$ cat src/rtl/pkt_rx_pkg.sv
package pkt_rx_pkg;

    typedef enum logic [1:0] {
        PKT_OK          = 2'd0,
        PKT_NOT_MINE    = 2'd1,
        PKT_IO_ERR      = 2'd2,
        PKT_CONTENT_ERR = 2'd3
    } pkt_status_e;

    typedef enum logic [2:0] {
        RX_IDLE,
        RX_WAIT_LOW,
        RX_HALF,
        RX_BITS,
        RX_WAIT_HIGH
    } rx_state_e;

    typedef enum logic [1:0] {
        C_IDLE,
        C_ADDR,
        C_LEN,
        C_BODY
    } ctl_state_e;

    localparam logic [7:0] BCAST_ADDR = 8'hFF;

    function automatic logic dest_accepted(input logic [7:0] own,
                                           input logic [7:0] dest,
                                           input bit accept_all);
        return accept_all || (dest == own) || (dest == BCAST_ADDR);
    endfunction

endpackage

$ cat src/rtl/serial_byte_rx.sv
module serial_byte_rx
    import pkt_rx_pkg::*;
#(
    parameter int CLK_PER_BIT  = 434,
    parameter int TIMEOUT_CLKS = 50000
) (
    input  logic       clk,
    input  logic       rst,
    input  logic       byte_start,
    input  logic       line_in,
    output logic       byte_valid,
    output logic       byte_err,
    output logic [7:0] byte_data
);
    localparam int HALF_BIT = (CLK_PER_BIT / 2 < 1) ? 1 : CLK_PER_BIT / 2;
    localparam int CW       = $clog2(CLK_PER_BIT + 1);
    localparam int TW       = $clog2(TIMEOUT_CLKS + 1);

    rx_state_e       st;
    logic [CW-1:0]   cnt;
    logic [TW-1:0]   tcnt;
    logic [2:0]      bitn;
    logic [7:0]      shreg;

    assign byte_data = shreg;

    always_ff @(posedge clk) begin
        if (rst) begin
            st         <= RX_IDLE;
            cnt        <= '0;
            tcnt       <= '0;
            bitn       <= '0;
            shreg      <= '0;
            byte_valid <= 1'b0;
            byte_err   <= 1'b0;
        end else begin
            byte_valid <= 1'b0;
            byte_err   <= 1'b0;
            case (st)
                RX_IDLE: begin
                    if (byte_start) begin
                        st   <= RX_WAIT_LOW;
                        tcnt <= '0;
                    end
                end
                RX_WAIT_LOW: begin
                    if (!line_in) begin
                        st  <= RX_HALF;
                        cnt <= '0;
                    end else if (tcnt == TW'(TIMEOUT_CLKS - 1)) begin
                        byte_err <= 1'b1;
                        st       <= RX_IDLE;
                    end else begin
                        tcnt <= tcnt + 1'b1;
                    end
                end
                RX_HALF: begin
                    if (cnt == CW'(HALF_BIT - 1)) begin
                        st   <= RX_BITS;
                        cnt  <= '0;
                        bitn <= '0;
                    end else begin
                        cnt <= cnt + 1'b1;
                    end
                end
                RX_BITS: begin
                    if (cnt == CW'(CLK_PER_BIT - 1)) begin
                        cnt   <= '0;
                        shreg <= {line_in, shreg[7:1]};
                        if (bitn == 3'd7) begin
                            st   <= RX_WAIT_HIGH;
                            tcnt <= '0;
                        end else begin
                            bitn <= bitn + 1'b1;
                        end
                    end else begin
                        cnt <= cnt + 1'b1;
                    end
                end
                RX_WAIT_HIGH: begin
                    if (line_in) begin
                        byte_valid <= 1'b1;
                        st         <= RX_IDLE;
                    end else if (tcnt == TW'(TIMEOUT_CLKS - 1)) begin
                        byte_err <= 1'b1;
                        st       <= RX_IDLE;
                    end else begin
                        tcnt <= tcnt + 1'b1;
                    end
                end
                default: st <= RX_IDLE;
            endcase
        end
    end

    AST_TIMEOUT_BOUND: assert property (@(posedge clk) disable iff (rst)
        int'(tcnt) < TIMEOUT_CLKS);
    AST_START_WHEN_IDLE: assert property (@(posedge clk) disable iff (rst)
        byte_start |-> st == RX_IDLE);
    AST_STOP_GUARD: assert property (@(posedge clk) disable iff (rst)
        byte_valid |-> $past(line_in));

endmodule

$ cat src/rtl/pkt_sequencer.sv
module pkt_sequencer
    import pkt_rx_pkg::*;
#(
    parameter int MAX_LEN    = 64,
    parameter bit ACCEPT_ALL = 1'b0,
    parameter int BUF_AW     = 7
) (
    input  logic              clk,
    input  logic              rst,
    input  logic [7:0]        own_addr,
    input  logic              attn_in,
    input  logic              byte_valid,
    input  logic              byte_err,
    input  logic [7:0]        byte_data,
    output logic              byte_start,
    output logic              wr_en,
    output logic [BUF_AW-1:0] wr_addr,
    output logic [7:0]        wr_data,
    output logic              done,
    output pkt_status_e       status
);
    ctl_state_e        st;
    logic              attn_q;
    logic [7:0]        remain;
    logic [BUF_AW-1:0] ptr;

    always_ff @(posedge clk) begin
        if (rst) begin
            st         <= C_IDLE;
            attn_q     <= 1'b1;
            remain     <= '0;
            ptr        <= '0;
            byte_start <= 1'b0;
            wr_en      <= 1'b0;
            wr_addr    <= '0;
            wr_data    <= '0;
            done       <= 1'b0;
            status     <= PKT_OK;
        end else begin
            attn_q     <= attn_in;
            byte_start <= 1'b0;
            wr_en      <= 1'b0;
            done       <= 1'b0;
            if (st == C_IDLE) begin
                if (attn_q && !attn_in) begin
                    st         <= C_ADDR;
                    byte_start <= 1'b1;
                end
            end else if (byte_err) begin
                done   <= 1'b1;
                status <= PKT_IO_ERR;
                st     <= C_IDLE;
            end else if (byte_valid) begin
                case (st)
                    C_ADDR: begin
                        if (dest_accepted(own_addr, byte_data, ACCEPT_ALL)) begin
                            wr_en      <= 1'b1;
                            wr_addr    <= '0;
                            wr_data    <= byte_data;
                            st         <= C_LEN;
                            byte_start <= 1'b1;
                        end else begin
                            done   <= 1'b1;
                            status <= PKT_NOT_MINE;
                            st     <= C_IDLE;
                        end
                    end
                    C_LEN: begin
                        wr_en   <= 1'b1;
                        wr_addr <= BUF_AW'(1);
                        wr_data <= byte_data;
                        if (int'(byte_data) >= MAX_LEN) begin
                            done   <= 1'b1;
                            status <= PKT_CONTENT_ERR;
                            st     <= C_IDLE;
                        end else begin
                            remain     <= byte_data + 8'd1;
                            ptr        <= BUF_AW'(2);
                            st         <= C_BODY;
                            byte_start <= 1'b1;
                        end
                    end
                    default: begin
                        wr_en   <= 1'b1;
                        wr_addr <= ptr;
                        wr_data <= byte_data;
                        ptr     <= ptr + 1'b1;
                        remain  <= remain - 8'd1;
                        if (remain == 8'd1) begin
                            done   <= 1'b1;
                            status <= PKT_OK;
                            st     <= C_IDLE;
                        end else begin
                            byte_start <= 1'b1;
                        end
                    end
                endcase
            end
        end
    end

    AST_WR_IN_RANGE: assert property (@(posedge clk) disable iff (rst)
        wr_en |-> int'(wr_addr) <= MAX_LEN + 1);
    AST_ADDR_FILTER: assert property (@(posedge clk) disable iff (rst)
        (wr_en && wr_addr == '0) |-> (ACCEPT_ALL || wr_data == own_addr || wr_data == BCAST_ADDR));
    AST_LEN_LIMIT: assert property (@(posedge clk) disable iff (rst)
        (st == C_BODY) |-> int'(remain) <= MAX_LEN);
    AST_DONE_PULSE: assert property (@(posedge clk) disable iff (rst)
        done |=> !done);
    AST_NO_WR_AFTER_DONE: assert property (@(posedge clk) disable iff (rst)
        done |=> !wr_en);

endmodule

$ cat src/rtl/addr_pkt_receiver.sv
module addr_pkt_receiver
    import pkt_rx_pkg::*;
#(
    parameter int  CLK_PER_BIT  = 434,
    parameter int  TIMEOUT_CLKS = 50000,
    parameter int  MAX_LEN      = 64,
    parameter bit  ACCEPT_ALL   = 1'b0,
    localparam int BUF_AW       = $clog2(MAX_LEN + 2)
) (
    input  logic              clk,
    input  logic              rst,
    input  logic [7:0]        own_addr,
    input  logic              data_in,
    input  logic              attn_in,
    output logic              buf_wr_en,
    output logic [BUF_AW-1:0] buf_wr_addr,
    output logic [7:0]        buf_wr_data,
    output logic              pkt_done,
    output logic [1:0]        pkt_status
);
    logic        byte_start;
    logic        byte_valid;
    logic        byte_err;
    logic [7:0]  byte_data;
    pkt_status_e status;

    serial_byte_rx #(
        .CLK_PER_BIT (CLK_PER_BIT),
        .TIMEOUT_CLKS(TIMEOUT_CLKS)
    ) u_byte_rx (
        .clk       (clk),
        .rst       (rst),
        .byte_start(byte_start),
        .line_in   (data_in),
        .byte_valid(byte_valid),
        .byte_err  (byte_err),
        .byte_data (byte_data)
    );

    pkt_sequencer #(
        .MAX_LEN   (MAX_LEN),
        .ACCEPT_ALL(ACCEPT_ALL),
        .BUF_AW    (BUF_AW)
    ) u_seq (
        .clk       (clk),
        .rst       (rst),
        .own_addr  (own_addr),
        .attn_in   (attn_in),
        .byte_valid(byte_valid),
        .byte_err  (byte_err),
        .byte_data (byte_data),
        .byte_start(byte_start),
        .wr_en     (buf_wr_en),
        .wr_addr   (buf_wr_addr),
        .wr_data   (buf_wr_data),
        .done      (pkt_done),
        .status    (status)
    );

    assign pkt_status = status;

endmodule

$ cat config.mk
export PLATFORM = sky130hd
export DESIGN_NAME = addr_pkt_receiver
export DESIGN_NICKNAME = d
export VERILOG_FILES = /design/src/rtl/pkt_rx_pkg.sv /design/src/rtl/serial_byte_rx.sv /design/src/rtl/pkt_sequencer.sv /design/src/rtl/addr_pkt_receiver.sv
export SDC_FILE = /design/constraint.sdc
export NUM_CORES = 1
export LEC_CHECK = 0
export ABC_AREA = 1
export BUFFER_PORTS_ARGS = -buffer_cell sky130_fd_sc_hd__buf_4
export CORE_ASPECT_RATIO = 1.2
export CORE_MARGIN = 5
export CORE_UTILIZATION = 55
export CTS_BUF_LIST = sky130_fd_sc_hd__clkbuf_4
export CTS_CLUSTER_DIAMETER = 150
export DETAILED_ROUTE_END_ITERATION = 10
export PLACE_DENSITY = 0.79
export SLEW_MARGIN = 5
export SYNTH_ARGS = -nofsm -noshare
export SYNTH_HDL_FRONTEND = slang
export SYNTH_SLANG_ARGS = --single-unit
$ cat constraint.sdc
create_clock -name clk -period 1.52 [get_ports clk]
set_input_delay 0 -clock clk [delete_from_list [all_inputs] [get_ports clk]]
set_output_delay 0 -clock clk [all_outputs]
set_load 0.005 [all_outputs]
==> impl_metrics.xml, run 1 <==
<?xml version="1.0" encoding="UTF-8"?>
<metrics>
  <group name="synth">
    <metric name="yosysWarningCount" unit="">0</metric>
    <metric name="synthesis_stage_register_bit_count" unit="">79</metric>
    <metric name="post_synth_xor_area_fraction" unit="%">3.76</metric>
    <metric name="synth_top_family_by_area" unit="">simple AND/OR/NAND/NOR gates</metric>
    <metric name="register_area_share_after_synthesis" unit="%">35.8</metric>
    <metric name="synthArstFlopShare" unit="%">0</metric>
    <metric name="synth_top_area_cell" unit="">sky130_fd_sc_hd__dfxtp_1</metric>
    <metric name="syn-num-nets" unit="">672</metric>
    <metric name="synth_top_area_cells" unit="">sky130_fd_sc_hd__dfxtp_1 36%, sky130_fd_sc_hd__nand2_1 11%, sky130_fd_sc_hd__nor2_1 7.3%</metric>
    <metric name="yosys.area_share.adder" unit="%">3.68</metric>
    <metric name="mappedNetlistArea" unit="um^2">4420</metric>
    <metric name="synthMuxAreaShare" unit="%">0</metric>
    <metric name="yosys_most_used_dff" unit="">sky130_fd_sc_hd__dfxtp_1</metric>
    <metric name="synth-simple-area-share" unit="%">32.8</metric>
    <metric name="synth-edff-count" unit="">0</metric>
    <metric name="synthesis.instances" unit="">647</metric>
    <metric name="synthDistinctLibCells" unit="">37</metric>
    <metric name="synth_top_area_share" unit="%">35.8</metric>
    <metric name="synth_compound_area_share" unit="%">14.2</metric>
    <metric name="synth_area_per_cell" unit="um^2">6.83</metric>
  </group>
  <group name="detailed_routing">
    <metric name="drt_first_pass_iters" unit="">5</metric>
    <metric name="wire_per_inst" unit="um">15.4</metric>
    <metric name="wl" unit="um">13500</metric>
    <metric name="postRouteAntennaNets" unit="">0</metric>
    <metric name="total_number_of_vias" unit="">4873</metric>
    <metric name="avg_vias_per_cell" unit="">5.55</metric>
    <metric name="total_drc_errors_in_the_routed_layout" unit="">0</metric>
    <metric name="detailedRoute.firstIterationViolations" unit="">253</metric>
  </group>
  <group name="sta">
    <metric name="finalSetupTns" unit="ns">-4.41</metric>
    <metric name="post-route-min-period" unit="ns">1.73</metric>
    <metric name="slew_viol_final" unit="">0</metric>
    <metric name="clock.fmax" unit="GHz">0.577</metric>
    <metric name="worstMarginPinSlew" unit="ns">0.461</metric>
    <metric name="final_setup_vio_count" unit="">62</metric>
    <metric name="unrepaired_setup_endpoints_after_global_routing" unit="">true</metric>
    <metric name="max_slew_margin" unit="%">69.3</metric>
    <metric name="final_count_of_hold_timing_violations" unit="">0</metric>
    <metric name="layout_worst_path_cycle_share" unit="%">114</metric>
    <metric name="setup_ws" unit="ns">-0.213</metric>
    <metric name="worst_clock_skew" unit="ns">0.0286</metric>
  </group>
  <group name="placement">
    <metric name="final_gp_congestion" unit="">0.949</metric>
    <metric name="port-buffer-count" unit="">30</metric>
    <metric name="hpwl" unit="um">8180</metric>
    <metric name="place_inst" unit="">831</metric>
  </group>
  <group name="setup_path">
    <metric name="timing.rr.start" unit="">u_seq.st[0]</metric>
    <metric name="timing.reg2reg.worst_path_depth" unit="">9</metric>
    <metric name="crit_required" unit="ns">1.86</metric>
    <metric name="worstReg2RegEnd" unit="">u_seq.remain[5]</metric>
    <metric name="critPathLaunchType" unit="">flop</metric>
    <metric name="worstPathBufferInverterCount" unit="">3</metric>
    <metric name="timing.setup.critical_path_class" unit="">reg2reg</metric>
    <metric name="worstPathArrival" unit="ns">2.07</metric>
    <metric name="worst_path_dominant_cell_family" unit="">simple AND/OR/NAND/NOR gates</metric>
    <metric name="critical_path.max_fanout" unit="">6</metric>
    <metric name="crit_path_cell_trace" unit="">inv_6 &gt; ha_4 &gt; nor3_4 &gt; nand2_2 &gt; nor2_4 &gt; buf_4 &gt; buf_6 &gt; o21ai_1 &gt; a31oi_1</metric>
    <metric name="cp_num_cells" unit="">9</metric>
    <metric name="endpoint_class_of_the_critical_path" unit="">flop</metric>
    <metric name="critPathSlowestCell" unit="">sky130_fd_sc_hd__dfxtp_4</metric>
    <metric name="slowest_delay" unit="ns">0.41</metric>
    <metric name="ff2ff_setup_slack" unit="ns">-0.21</metric>
  </group>
  <group name="layout">
    <metric name="layout.cells.non_filler" unit="">878</metric>
    <metric name="final_core_util" unit="%">83.6</metric>
    <metric name="areaGrowthSynthToFinish" unit="%">46.6</metric>
    <metric name="n_antenna_cell" unit="">0</metric>
    <metric name="share_of_final_layout_standard_cells_stronger_than_drive_strength_1" unit="%">44.0</metric>
    <metric name="finish.net_count" unit="">806</metric>
  </group>
  <group name="grt">
    <metric name="globalRouteTotalUtil" unit="%">23.5</metric>
    <metric name="largest_net_degree_at_the_start_of_global_routing" unit="">37</metric>
    <metric name="grt_remaining_overflow" unit="">0</metric>
    <metric name="grt_first_pass_wirelength" unit="um">19500</metric>
    <metric name="vias_in_the_first_global_route" unit="">4584</metric>
    <metric name="grt_antenna_before_repair" unit="">0</metric>
  </group>
  <group name="power">
    <metric name="power.density" unit="nW/um^2">984</metric>
    <metric name="peakVddDrop" unit="mV">1.32</metric>
    <metric name="power.leakage" unit="uW">0.00261</metric>
    <metric name="fin_total_pwr" unit="uW">6380</metric>
  </group>
  <group name="cts">
    <metric name="cts_tree" unit="">yes</metric>
    <metric name="clkSinkCount" unit="">79</metric>
    <metric name="cts_htree_levels" unit="">3</metric>
    <metric name="buffers_from_clock_root_to_sink_at_most" unit="">2</metric>
    <metric name="clkTransAtPathRegs" unit="ns">0.16</metric>
    <metric name="clock_tree.root_cell" unit="">sky130_fd_sc_hd__clkbuf_4</metric>
    <metric name="tritoncts.num_buffers" unit="">9</metric>
    <metric name="clock_latency" unit="ns">0.44</metric>
  </group>
  <group name="hold_path">
    <metric name="class_of_the_worst_hold_path" unit="">in2reg</metric>
    <metric name="hold_path_end" unit="">u_seq.attn_q</metric>
    <metric name="worst_hold_path.num_cells" unit="">4</metric>
    <metric name="hp-start" unit="">attn_in</metric>
  </group>
  <group name="die">
    <metric name="initial_utilization" unit="%">57.0</metric>
    <metric name="io_pins" unit="">31</metric>
    <metric name="die_y" unit="um">108</metric>
    <metric name="core_area" unit="um^2">7750</metric>
    <metric name="die_outline_width" unit="um">91.8</metric>
    <metric name="site_rows" unit="">35</metric>
    <metric name="fp.dieArea" unit="um^2">9940</metric>
  </group>
  <group name="run">
    <metric name="maxCapViolCount" unit="">0</metric>
  </group>
  <group name="run_status">
    <metric name="violated_checks" unit="">setup timing</metric>
    <metric name="run_status" unit="">finished, violations left</metric>
  </group>
</metrics>
[sequential cells by signal, summed over array words and instances, names as in the netlist, 3 cells and up]
register / flops
u_byte_rx.cnt: 9
u_byte_rx.bitn: 3
u_seq.wr_data: 8
u_byte_rx.byte_data: 8
u_seq.remain: 8
u_byte_rx.st: 3
u_seq.wr_addr: 7
u_byte_rx.tcnt: 16
u_seq.ptr: 7
[cell type report]
| cell class | count | area [um^2] |
|---|---|---|
| multi-input cells | 466 | 3060 |
| flip-flops and latches | 79 | 1620 |
| fillers | 430 | 1270 |
| repair buffers | 140 | 1200 |
| inverters | 85 | 350 |
| well taps | 92 | 115 |
| clock inverters | 7 | 72.6 |
| clock buffers | 9 | 67.6 |
[tightest hold or removal path: cells and delay by family]
family | cells | cell delay (ns)
buffers and inverters | 3 | 0.68
and+or+nand+nor | 1 | 0.06
[power breakdown]
| part | internal (uW) | switching [uW] | leakage [uW] |
|---|---|---|---|
| clock | 505 | 834 | 0.0000739 |
| sequential | 2170 | 93.2 | 0.000649 |
| combinational | 1230 | 1540 | 0.00189 |
[synth_stat cells (all sizes together), types with 2 or more instances]
| master | instances |
|---|---|
| a211oi | 3 |
| a21oi | 55 |
| a31oi | 2 |
| buf | 10 |
| clkbuf | 8 |
| clkinv | 2 |
| dfxtp | 79 |
| ha | 13 |
| inv | 83 |
| nand2 | 144 |
| nand3 | 44 |
| nand4 | 9 |
| nor2 | 93 |
| nor3 | 23 |
| nor3b | 5 |
| nor4 | 3 |
| o21ai | 46 |
| xnor2 | 7 |
| xor2 | 12 |
[worst max-delay path by stage]
| stage | from | to | slack, ns |
|---|---|---|---|
| floorplan | u_byte_rx.cnt[1] | u_byte_rx.tcnt[10] | -0.08 |
| global placement | u_byte_rx.byte_data[1] | u_seq.wr_addr[5] | -0.09 |
| detailed placement | u_byte_rx.st[0] | u_byte_rx.tcnt[1] | -0.16 |
| CTS | u_byte_rx.cnt[1] | u_byte_rx.tcnt[2] | -0.07 |
| global route | u_seq.st[0] | u_seq.remain[5] | -0.34 |
| finish | u_seq.st[0] | u_seq.remain[5] | -0.21 |
[per-stage QoR]
step	area, um^2	worst slack, ns	hold WS [ns]
finish	6480	-0.213	0.313
global route	6480	-0.337	0.335
CTS	5870	-0.0699	0.236
detailed placement	5350	-0.162	0.194
global placement	5350	-0.0878	0.189
floorplan	4510	-0.0844	0.0966
[routing by layer]
| metal | track usage (%) | up-vias | wire (um) |
|---|---|---|---|
| met5 | 0 | - | 0 |
| met4 | 8.17 | 0 | 510 |
| met3 | 4.11 | 53 | 618 |
| met2 | 45.8 | 177 | 7210 |
| met1 | 25.3 | 2270 | 5170 |
| li1 | - | 2373 | - |
[layout by cell type (no fill, tap or decap), types with 13 or more instances in the layout]
cell type | Yosys | final
sky130_fd_sc_hd__buf_4 | 0 | 116
sky130_fd_sc_hd__nand2_1 | 128 | 97
sky130_fd_sc_hd__inv_1 | 77 | 70
sky130_fd_sc_hd__nor2_1 | 86 | 64
sky130_fd_sc_hd__dfxtp_1 | 79 | 57
sky130_fd_sc_hd__nand2_2 | 16 | 38
sky130_fd_sc_hd__a21oi_1 | 45 | 33
sky130_fd_sc_hd__nand3_1 | 43 | 26
sky130_fd_sc_hd__a21oi_2 | 10 | 22
sky130_fd_sc_hd__o21ai_0 | 46 | 20
sky130_fd_sc_hd__dfxtp_2 | 0 | 19
sky130_fd_sc_hd__nor2_2 | 3 | 16
sky130_fd_sc_hd__nand3_2 | 1 | 14
sky130_fd_sc_hd__buf_6 | 4 | 14
sky130_fd_sc_hd__nor2_4 | 4 | 13
sky130_fd_sc_hd__nor3_1 | 18 | 13
sky130_fd_sc_hd__o21ai_1 | 0 | 13
[repair_timing]
action | in CTS | in global routing
gates cloned | 1 | 2
endpoints found under the hold margin | 15 | 0
hold buffers | 3 | 0
setup endpoints to repair | 54 | 72
setup buffers | 12 | 14
resized for setup | 72 | 138
pin swaps | 25 | 42
[logic make-up (layout without fill, tap and decap cells)]
family                   after synthesis  count (layout)
AO/OA/AOI/OAI                        112             112
XOR/XNOR                              19              19
adder cells (fa/ha/maj)               13              13
buffers and inverters                103             241
flip-flops                            79              79
AND/OR/NAND/NOR                      321             322
Note: power is estimated with default switching activity, not from simulation.
==> run 2: changes to the inputs <==
Settings changed: PLACE_DENSITY 0.79 to 0.76, SETUP_SLACK_MARGIN set to 0.1.
Clock period 1.52 ns to 1.7 ns, I/O delays scaled along.
==> impl_metrics.xml, run 2 (same netlist as run 1, synthesis figures left out) <==
<?xml version="1.0" encoding="UTF-8"?>
<metrics>
  <group name="run_status">
    <metric name="run_status" unit="">finished clean</metric>
  </group>
  <group name="die">
    <metric name="die_y" unit="um">108</metric>
    <metric name="site_rows" unit="">35</metric>
    <metric name="initial_utilization" unit="%">57.0</metric>
    <metric name="fp.dieArea" unit="um^2">9940</metric>
    <metric name="core_area" unit="um^2">7750</metric>
    <metric name="io_pins" unit="">31</metric>
    <metric name="die_outline_width" unit="um">91.8</metric>
  </group>
  <group name="layout">
    <metric name="n_antenna_cell" unit="">0</metric>
    <metric name="largest_reg_flops" unit="">16</metric>
    <metric name="post-route-cell-area" unit="um^2">5740</metric>
    <metric name="regMostFlops" unit="">u_byte_rx.tcnt</metric>
    <metric name="final_common_cell" unit="">sky130_fd_sc_hd__nand2_1</metric>
    <metric name="share_of_final_layout_standard_cells_stronger_than_drive_strength_1" unit="%">33.5</metric>
    <metric name="finish.net_count" unit="">752</metric>
    <metric name="nFillCells" unit="">568</metric>
    <metric name="final_core_util" unit="%">74.1</metric>
    <metric name="most-common-layout-cells" unit="">102 x sky130_fd_sc_hd__nand2_1, 75 x sky130_fd_sc_hd__nor2_1, 70 x sky130_fd_sc_hd__buf_4</metric>
    <metric name="areaGrowthSynthToFinish" unit="%">29.9</metric>
    <metric name="largest_registers" unit="">u_byte_rx.tcnt (16), u_byte_rx.cnt (9)</metric>
  </group>
  <group name="sta">
    <metric name="setup_ws" unit="ns">0.00305</metric>
    <metric name="slew_viol_final" unit="">0</metric>
    <metric name="clock.fmax" unit="GHz">0.589</metric>
    <metric name="worst_clock_skew" unit="ns">0.00692</metric>
    <metric name="worstMarginPinSlew" unit="ns">0.388</metric>
    <metric name="post-route-min-period" unit="ns">1.70</metric>
    <metric name="unrepaired_setup_endpoints_after_global_routing" unit="">true</metric>
    <metric name="layout_worst_path_cycle_share" unit="%">99.8</metric>
    <metric name="final_count_of_hold_timing_violations" unit="">0</metric>
    <metric name="max_slew_margin" unit="%">74.2</metric>
    <metric name="finalSetupTns" unit="ns">0</metric>
    <metric name="final_setup_vio_count" unit="">0</metric>
  </group>
  <group name="placement">
    <metric name="hpwl" unit="um">7250</metric>
    <metric name="port-buffer-count" unit="">30</metric>
    <metric name="preCtsSetupSlack" unit="ns">0.000535</metric>
    <metric name="placedInstanceArea" unit="um^2">4910</metric>
    <metric name="final_gp_congestion" unit="">0.902</metric>
  </group>
  <group name="detailed_routing">
    <metric name="wl" unit="um">11400</metric>
    <metric name="drt_first_pass_iters" unit="">5</metric>
    <metric name="avg_vias_per_cell" unit="">5.51</metric>
    <metric name="wire_per_inst" unit="um">13.8</metric>
    <metric name="postRouteAntennaNets" unit="">0</metric>
    <metric name="total_drc_errors_in_the_routed_layout" unit="">0</metric>
    <metric name="detailedRoute.firstIterationViolations" unit="">306</metric>
    <metric name="total_number_of_vias" unit="">4537</metric>
  </group>
  <group name="setup_path">
    <metric name="critPathLaunchType" unit="">flop</metric>
    <metric name="endpoint_class_of_the_critical_path" unit="">flop</metric>
    <metric name="crit_path_cell_trace" unit="">nor2_2 &gt; nand2_1 &gt; inv_2 &gt; nand2_2 &gt; nand2_1 &gt; inv_1 &gt; nand2_2 &gt; nor2_4 &gt; buf_6 &gt; inv_8 &gt; nand2_1 &gt; a21oi_1</metric>
    <metric name="critPathSlowestCell" unit="">sky130_fd_sc_hd__dfxtp_4</metric>
    <metric name="critical_path.max_fanout" unit="">8</metric>
    <metric name="cp_num_cells" unit="">12</metric>
    <metric name="worstPathArrival" unit="ns">2.02</metric>
    <metric name="slowest_delay" unit="ns">0.40</metric>
    <metric name="worstPathBufferInverterCount" unit="">4</metric>
    <metric name="critical_path.most_common_cell" unit="">sky130_fd_sc_hd__nand2_1</metric>
    <metric name="worst_path_dominant_cell_family" unit="">simple AND/OR/NAND/NOR gates</metric>
    <metric name="crit_required" unit="ns">2.02</metric>
    <metric name="timing.reg2reg.worst_path_depth" unit="">12</metric>
    <metric name="timing.setup.critical_path_class" unit="">reg2reg</metric>
  </group>
  <group name="power">
    <metric name="power.leakage" unit="uW">0.00230</metric>
    <metric name="fin_total_pwr" unit="uW">5330</metric>
    <metric name="peakVddDrop" unit="mV">1.06</metric>
    <metric name="power.density" unit="nW/um^2">929</metric>
  </group>
  <group name="cts">
    <metric name="clkTransAtPathRegs" unit="ns">0.14</metric>
    <metric name="cts_htree_levels" unit="">3</metric>
    <metric name="tritoncts.num_buffers" unit="">9</metric>
    <metric name="clock_tree.root_cell" unit="">sky130_fd_sc_hd__clkbuf_4</metric>
    <metric name="buffers_from_clock_root_to_sink_at_most" unit="">2</metric>
    <metric name="clock_latency" unit="ns">0.44</metric>
    <metric name="cts_tree" unit="">yes</metric>
    <metric name="clkSinkCount" unit="">79</metric>
  </group>
  <group name="hold_path">
    <metric name="class_of_the_worst_hold_path" unit="">in2reg</metric>
    <metric name="worst_hold_path.num_cells" unit="">10</metric>
  </group>
  <group name="grt">
    <metric name="grt_first_pass_wirelength" unit="um">17300</metric>
    <metric name="grt_antenna_before_repair" unit="">0</metric>
    <metric name="largest_net_degree_at_the_start_of_global_routing" unit="">30</metric>
    <metric name="grt_remaining_overflow" unit="">0</metric>
    <metric name="vias_in_the_first_global_route" unit="">4019</metric>
    <metric name="globalRouteTotalUtil" unit="%">20.9</metric>
  </group>
  <group name="run">
    <metric name="maxCapViolCount" unit="">0</metric>
  </group>
</metrics>
==> run 2: changes by cell type in the layout (fill, tap and decap cells not counted), sizes merged <==
cell         change
inv              +2
dlygate4sd3      +1
bufinv           -1
clkinv           -3
clkinvlp         +3
buf             -55
clkbuf           -1
==> run 2: cell type report <==
class	instances	area [um^2]	area share [%]
multi-input cells	466	2840	49.4
flip-flops and latches	79	1610	28.1
repair buffers	85	692	12.1
inverters	85	348	6.06
well taps	92	115	2.00
clock buffers	9	67.6	1.18
clock inverters	7	57.6	1.00
repair inverters	1	11.3	0.196
==> run 2: worst reg2reg max path, cell delays in order, from the launching register on <==
cell	delay, ns
sky130_fd_sc_hd__dfxtp_4	0.40
sky130_fd_sc_hd__nor2_2	0.05
sky130_fd_sc_hd__nand2_1	0.11
sky130_fd_sc_hd__inv_2	0.06
sky130_fd_sc_hd__nand2_2	0.08
sky130_fd_sc_hd__nand2_1	0.08
sky130_fd_sc_hd__inv_1	0.10
sky130_fd_sc_hd__nand2_2	0.08
sky130_fd_sc_hd__nor2_4	0.27
sky130_fd_sc_hd__buf_6	0.17
sky130_fd_sc_hd__inv_8	0.05
sky130_fd_sc_hd__nand2_1	0.06
sky130_fd_sc_hd__a21oi_1	0.07
==> run 2: report_power, final <==
group	internal (uW)	switching, uW	leakage (uW)
Clock	314	735	0.0000591
Sequential	1940	76.4	0.000647
Combinational	899	1370	0.00159
==> run 2: repair_timing <==
item                                    CTS  global route
cloned                                    1             2
hold endpoints to repair                 25             0
pin swaps                                16            35
buffers inserted                         14            11
hold buffers                              4             0
endpoints found under the setup margin   44            73
gates resized for setup                  28           122
==> run 2: layer usage <==
| metal | part of all wire (%) | vias up | routed length [um] | global-route usage (%) |
|---|---|---|---|---|
| met1 | 40 | 2119 | 4570 | 24.6 |
| met2 | 53 | 137 | 6040 | 38.4 |
| met4 | 1.8 | 0 | 202 | 8.28 |
| met3 | 4.9 | 23 | 556 | 2.71 |
| li1 | - | 2258 | - | - |
| met5 | 0 | - | 0 | 0 |
==> run 2: path summary, 6_finish.rpt <==
check | from | end | slack, ns
setup reg to reg | u_byte_rx.st[0] | u_byte_rx.tcnt[13] | 0.003
setup / recovery | u_byte_rx.st[0] | u_byte_rx.tcnt[13] | 0.003
hold reg to reg | u_byte_rx.bitn[1] | u_byte_rx.bitn[1] | 0.48
hold / removal | own_addr[5] | u_seq.st[1] | 0.25
==> run 2: per-stage QoR <==
stage               std cells  hold slack, ns
global route              824           0.324
floorplan                 647          0.0966
global placement          778           0.199
detailed placement        778           0.209
finish                    824           0.246
CTS                       813           0.235
